--- config.mk ---
export PLATFORM = sky130hd
export DESIGN_NAME = brc_eval
export DESIGN_NICKNAME = d
export VERILOG_FILES = /design/src/rtl/brc_pkg.sv /design/src/rtl/brc_operand_tests.sv /design/src/rtl/brc_cond_mux.sv /design/src/rtl/brc_eval.sv
export SDC_FILE = /design/constraint.sdc
export NUM_CORES = 1
export LEC_CHECK = 0
export BUFFER_PORTS_ARGS = -buffer_cell sky130_fd_sc_hd__buf_4
export CORE_AREA = 2 2 39 41
export CTS_BUF_LIST = sky130_fd_sc_hd__clkbuf_4
export DETAILED_ROUTE_END_ITERATION = 8
export DIE_AREA = 0 0 41 43
export PLACE_DENSITY = 0.47
export SLEW_MARGIN = 20
export SYNTH_ARGS = -nofsm -noshare
export SYNTH_HDL_FRONTEND = slang
export SYNTH_SLANG_ARGS = --single-unit
--- constraint.sdc ---
create_clock -name clk_i -period 1.44 [get_ports clk_i]
set_clock_uncertainty 0.2 [all_clocks]
set_input_delay 0.144 -clock clk_i [delete_from_list [all_inputs] [get_ports clk_i]]
set_output_delay 0.144 -clock clk_i [all_outputs]
set_load 0.01 [all_outputs]
--- src/rtl/brc_pkg.sv ---
package brc_pkg;
  localparam int unsigned SEL_W = 4;

  typedef enum logic [SEL_W-1:0] {
    COND_ZERO    = 4'd0,
    COND_NZERO   = 4'd1,
    COND_NEG     = 4'd2,
    COND_POS     = 4'd3,
    COND_CARRY   = 4'd4,
    COND_NCARRY  = 4'd5,
    COND_OVF     = 4'd6,
    COND_NOVF    = 4'd7,
    COND_ONES    = 4'd8,
    COND_NONES   = 4'd9,
    COND_ODD     = 4'd10,
    COND_EVEN    = 4'd11,
    COND_IEN     = 4'd12,
    COND_IDIS    = 4'd13,
    COND_ALWAYS  = 4'd14,
    COND_NEVER   = 4'd15
  } cond_e;

  // one base predicate per selector pair
  localparam int unsigned NUM_PRED = 1 << (SEL_W - 1);
  localparam int unsigned P_ZERO   = 0;
  localparam int unsigned P_NEG    = 1;
  localparam int unsigned P_CARRY  = 2;
  localparam int unsigned P_OVF    = 3;
  localparam int unsigned P_ONES   = 4;
  localparam int unsigned P_ODD    = 5;
  localparam int unsigned P_IEN    = 6;
  localparam int unsigned P_TRUE   = 7;
endpackage

--- src/rtl/brc_operand_tests.sv ---
module brc_operand_tests #(
  parameter int unsigned DATA_W = 8
) (
  input  logic [DATA_W-1:0] operand_i,
  output logic              zero_o,
  output logic              neg_o,
  output logic              ones_o,
  output logic              odd_o
);
  assign zero_o = ~|operand_i;
  assign ones_o = &operand_i;
  assign neg_o  = operand_i[DATA_W-1];
  assign odd_o  = operand_i[0];

  // all-ones implies sign and odd set and excludes zero
  always_comb begin
    a_r8_ones_consistent: assert (!ones_o || (neg_o && odd_o && !zero_o));
  end
endmodule

--- src/rtl/brc_cond_mux.sv ---
module brc_cond_mux
  import brc_pkg::*;
(
  input  logic                zero_i,
  input  logic                neg_i,
  input  logic                ones_i,
  input  logic                odd_i,
  input  logic                carry_i,
  input  logic                ovf_i,
  input  logic                irq_en_i,
  input  logic [SEL_W-1:0]    sel_i,
  output logic                hit_o
);
  logic [NUM_PRED-1:0] pred;
  logic [SEL_W-2:0]    pair;

  assign pred[P_ZERO]  = zero_i;
  assign pred[P_NEG]   = neg_i;
  assign pred[P_CARRY] = carry_i;
  assign pred[P_OVF]   = ovf_i;
  assign pred[P_ONES]  = ones_i;
  assign pred[P_ODD]   = odd_i;
  assign pred[P_IEN]   = irq_en_i;
  assign pred[P_TRUE]  = 1'b1;

  assign pair = sel_i[SEL_W-1:1];

  // low selector bit inverts the sense of the pair
  assign hit_o = pred[pair] ^ sel_i[0];

  always_comb begin
    a_r11_fixed_codes: assert (!(sel_i == COND_ALWAYS) || hit_o);
  end
endmodule

--- src/rtl/brc_eval.sv ---
module brc_eval
  import brc_pkg::*;
#(
  parameter int unsigned DATA_W = 8
) (
  input  logic              clk_i,
  input  logic              rst_ni,
  input  logic              start_i,
  input  logic [3:0]        sel_i,
  input  logic [DATA_W-1:0] operand_i,
  input  logic              carry_i,
  input  logic              ovf_i,
  input  logic              irq_en_i,
  output logic              valid_o,
  output logic              taken_o
);
  logic zero, neg, ones, odd, hit;
  logic valid_q, taken_q;

  brc_operand_tests #(.DATA_W(DATA_W)) u_optest (
    .operand_i (operand_i),
    .zero_o    (zero),
    .neg_o     (neg),
    .ones_o    (ones),
    .odd_o     (odd)
  );

  brc_cond_mux u_mux (
    .zero_i   (zero),
    .neg_i    (neg),
    .ones_i   (ones),
    .odd_i    (odd),
    .carry_i  (carry_i),
    .ovf_i    (ovf_i),
    .irq_en_i (irq_en_i),
    .sel_i    (sel_i),
    .hit_o    (hit)
  );

  always_ff @(posedge clk_i or negedge rst_ni) begin
    if (!rst_ni) begin
      valid_q <= 1'b0;
      taken_q <= 1'b0;
    end else begin
      valid_q <= start_i;
      if (start_i) taken_q <= hit;
    end
  end

  assign valid_o = valid_q;
  assign taken_o = taken_q;

  a_r2_valid_follows_start: assert property (@(posedge clk_i) disable iff (!rst_ni)
    start_i |=> valid_o);
  a_r2_no_spurious_valid: assert property (@(posedge clk_i) disable iff (!rst_ni)
    !start_i |=> !valid_o);
  a_r3_hold_when_idle: assert property (@(posedge clk_i) disable iff (!rst_ni)
    !start_i |=> $stable(taken_o));
  a_r11_always: assert property (@(posedge clk_i) disable iff (!rst_ni)
    (start_i && sel_i == COND_ALWAYS) |=> taken_o);
  a_r11_never: assert property (@(posedge clk_i) disable iff (!rst_ni)
    (start_i && sel_i == COND_NEVER) |=> !taken_o);
  a_r6_carry: assert property (@(posedge clk_i) disable iff (!rst_ni)
    (start_i && sel_i == COND_CARRY) |=> (taken_o == $past(carry_i)));
  a_r4_zero: assert property (@(posedge clk_i) disable iff (!rst_ni)
    (start_i && sel_i == COND_ZERO) |=> (taken_o == ($past(operand_i) == '0)));
endmodule

* Word level (Yosys, flattened, before mapping)
Index checks and enable logic that the tools add are counted.
Cells by class: magnitude comparators 1, multiplexer cells 2, bitwise gates (word level) 1, reduce and logical (&&, ||, !) cells 3
Operators with widths (number):
- $reduce_and A8 Y1 | 1
- $reduce_or A8 Y1 | 1
- $lt A3 B4 Y1 const B | 1
- $bmux W1 S3 | 1
- $logic_not A1 Y1 | 1
- $mux W1 | 1
- $xor A1 B1 Y1 | 1
Storage, ports and cells: input bits 18, word-level logic and storage cells 9, register bits 2, output and inout bits 2

* Logic depth before layout (Yosys ltp)
depth in word-level cells 5, depth in mapped cells 4, gate-level depth less buffers 4

* By module
A second synthesis with hierarchy kept.
Unflattened totals: cells, all modules 17, area, all modules 180.2 um2
Modules (own cells, without submodules):
- brc_cond_mux | area an instance 65.1 um2, cells each 6, times used 1
- brc_eval | area an instance 65.1 um2, cells each 3, times used 1
- brc_operand_tests | area an instance 50.0 um2, cells each 8, times used 1

* Worst setup path before layout
OpenSTA, ideal clock, no wires.
path kind input-to-reg, start point input sel_i[2], end point register taken_q (netlist: taken_o), arrival time 0.920 ns, path buffers 0, path slack 0.251 ns, data required time 1.171 ns, stages 4, cell sequence mux2i_1 a211oi_1 or4_1 nand3_1
On the way: word-level cells in the longest chain between the ends 3
Ends and longest elaborated chain:
- from (decl) | RTL line brc_eval.sv:9 | input logic [3:0] sel_i,
- $bmux W1 S3 | RTL line brc_cond_mux.sv:29 | assign hit_o = pred[pair] ^ sel_i[0];
- $mux W1 (not written as such) | RTL line brc_cond_mux.sv:29
- $xor A1 B1 Y1 | RTL line brc_cond_mux.sv:29
- to (signal assigned) | RTL line brc_eval.sv:46 | if (start_i) taken_q <= hit;
- to (decl) | RTL line brc_eval.sv:18 | logic valid_q, taken_q;
Every way passes these cells. The select of a mux whose other input is x is not followed. A chain may end at the register's enable or synchronous reset.

* Worst setup path in the final report
Ends and elaborated chain as after synthesis.

==> impl_metrics.env <==
export IMPL_fin_crit_ns=1.225
export IMPL_num_rows=14
export IMPL_yosysWarnings=0
export IMPL_final_nets=66
export IMPL_min_path_type="input pin to flip-flop"
export IMPL_rsz0062_at_grt="false"
export IMPL_dpl_cell_area_um2=339.1
export IMPL_critPathSlowestCell="or4_1"
export IMPL_ir_drop_mv=0.1338
export IMPL_hold_viol=0
export IMPL_cts_setup_buffers=0
export IMPL_ant_nets=0
export IMPL_relSlewSlack_pct=76.63
export IMPL_fp_dieW_um=41
export IMPL_power_per_cell_area_nw_per_um2=696.5
export IMPL_cp_start_kind="input pin"
export IMPL_wl_um=593
export IMPL_synthTopCellsByArea="dfrtp_1, nor4_1, nand4_1"
export IMPL_swShare_pct=23.26
export IMPL_end_kind="flip-flop"
export IMPL_setup_violations=0
export IMPL_power_share_clock_pct=44.6
export IMPL_yosysTopAreaCell="dfrtp_1"
export IMPL_wl_per_cell_um=9.565
export IMPL_vias=274
export IMPL_syn_nets=41
export IMPL_cts_sinks=2
export IMPL_synth_top_area_share_pct=28.37
export IMPL_setup_tns_ns=0
export IMPL_syn_inst=23
export IMPL_p_sw_w=0.00006202
export IMPL_critPathArrivalTime_ns=1.18
export IMPL_crit_type="input pin to flip-flop"
export IMPL_syn_mean_instance_area_um2=7.670
export IMPL_worstPathMaxFanout=6
export IMPL_cts_tree="yes"
export IMPL_start_util_pct=12.75
export IMPL_synthArstFlopShare_pct=100.0
export IMPL_power_internal_w=0.0002047
export IMPL_antennaDiodeCount=0
export IMPL_fmax_mhz=816.4
export IMPL_antenna_found_initial=0
export IMPL_clockBufferDepth=2
export IMPL_whs_ns=0.01752
export IMPL_drt_iter0_drc=1
export IMPL_syn_area_um2=176.4
export IMPL_syn2layout_area_growth_pct=117.0
export IMPL_track_usage_pct=8.800
export IMPL_coreArea_um2=1384
export IMPL_ys_ff_latch=2
export IMPL_path_cells="buf_4 > o21ai_0 > o211ai_1 > or4_1 > nand3_1"
export IMPL_timing_final_crit_share_pct=85.06
export IMPL_drive_gt1_share_pct=50.00
export IMPL_synth_enable_flop_cells=0
export IMPL_final_area_um2=382.9
export IMPL_overflow=0
export IMPL_io_buffers=19
export IMPL_grt_max_degree=7
export IMPL_place_hpwl_um=519.5
export IMPL_synthFlopType="dfrtp_1"
export IMPL_status="finished, final reports clean"
export IMPL_crit_family="simple AND/OR/NAND/NOR gates"
export IMPL_p_total_w=0.0002667
export IMPL_yosysMostFrequentCell="nor4_1"
export IMPL_drc=0
export IMPL_globalplace_congestion=0.5899
export IMPL_cts_buffers=3
export IMPL_slowest_delay_ns=0.50
export IMPL_max_slew_worst_pin_slew_ns=0.3484
export IMPL_p_seq_share_pct=24.5
export IMPL_ios=20
export IMPL_finalMaxSlewViolations=0
export IMPL_synth_distinct_cells=15
export IMPL_routed_via_density=4.419
export IMPL_clk_pin_slew_ns=0.03
export IMPL_grt_pass1_vias=262
export IMPL_clk_latency_ns=0.22
export IMPL_path_buf_inv=1
export IMPL_pwr_share_comb_pct=30.9
export IMPL_max_cap_violations=0
export IMPL_die_area_um2=1763
export IMPL_synth_seq_area_share_pct=28.37
export IMPL_required_ns=1.39
export IMPL_cts_htree_levels=1
export IMPL_drtPass1Iterations=3
export IMPL_grt_pass1_wl_um=1021
export IMPL_root_buffer="clkbuf_4"
export IMPL_die_h_um=43
export IMPL_p_leak_nw=0.1839
-- placed cells by master, fill, tap and decap left out, types with 2 or more instances in the layout --
cell type	n
buf_4	18
nor4_1	4
clkbuf_4	3
nand4_1	2
o21ai_0	2
a21oi_1	2
dfrtp_1	2
-- metrics by stage --
stage	cells	utilization (%)	worst slack, ns
final	62	27.67	0.2152
after CTS	63	27.58	0.02216
after detailed placement	58	24.50	0.06703
after global routing	62	27.67	0.1612
after global placement	58	24.50	0.07303
after floorplan	23	-	0.2511
-- power groups by stage --
stage | Sequential [W] | Combinational, W | Clock (W)
2_1_floorplan | 0.0000680 | 0.0000184 | 0
3_3_place_gp | 0.0000657 | 0.0000771 | 0
3_5_place_dp | 0.0000657 | 0.0000778 | 0
4_1_cts | 0.0000651 | 0.0000823 | 0.000127
5_1_grt | 0.0000663 | 0.0000919 | 0.000134
6_report | 0.0000653 | 0.0000825 | 0.000119
-- routing by layer --
metal	routed length (um)	up-vias	GRT usage, %
met3	86	0	4.188
met1	254	115	10.16
met4	0	0	8.000
met2	252	16	11.25
li1	-	143	-
met5	0	-	0
-- sequential cells by signal, summed over array words and instances (netlist names) --
name and cells:
taken_o 1, valid_o 1
-- worst reg2reg max path: cells and delay by family, from the launching register on --
kind,cells,cell delay (ns)
simple gates,1,0.09
compound gates,1,0.24
flops,1,0.38
-- final timing paths --
kind / end / startpoint / slack (ns) / cells past startpoint
worst max-delay path: taken_o / sel_i[2] / 0.22 / 5
worst min-delay path: valid_o / start_i / 0.02 / 1
worst max register to register: taken_o / taken_o / 0.41 / 2
worst min register to register: taken_o / taken_o / 0.32 / 2
max in group asynchronous: taken_o / rst_ni / 0.90 / 2
min in group asynchronous: valid_o / rst_ni / 0.05 / 2
-- layout make-up --
| class | count | area, um2 |
|---|---|---|
| clock buffers | 3 | 22.52 |
| fillers | 156 | 1001 |
| inverters | 2 | 7.507 |
| multi-input cells | 19 | 125.1 |
| flip-flops and latches | 2 | 50.05 |
| well taps | 16 | 20.02 |
| repair buffers | 20 | 157.7 |
-- kinds of logic (layout without fill, tap and decap cells) --
group | count (synthesis) | count (layout) | synth area share [%]
AO/OA/AOI/OAI | 7 | 7 | 24.83
flip-flops | 2 | 2 | 28.37
multiplexers | 1 | 1 | 5.674
AND/OR/NAND/NOR | 11 | 11 | 36.87
buffers and inverters | 2 | 25 | 4.257
-- repair_timing --
item / 4_1_cts / 5_1_grt
setup endpoints to repair: 0 / 1
endpoints found under the hold margin: 3 / 0
gates resized for setup: 0 / 3
hold buffers: 2 / 0
Note: power is estimated with default switching activity, not from simulation.
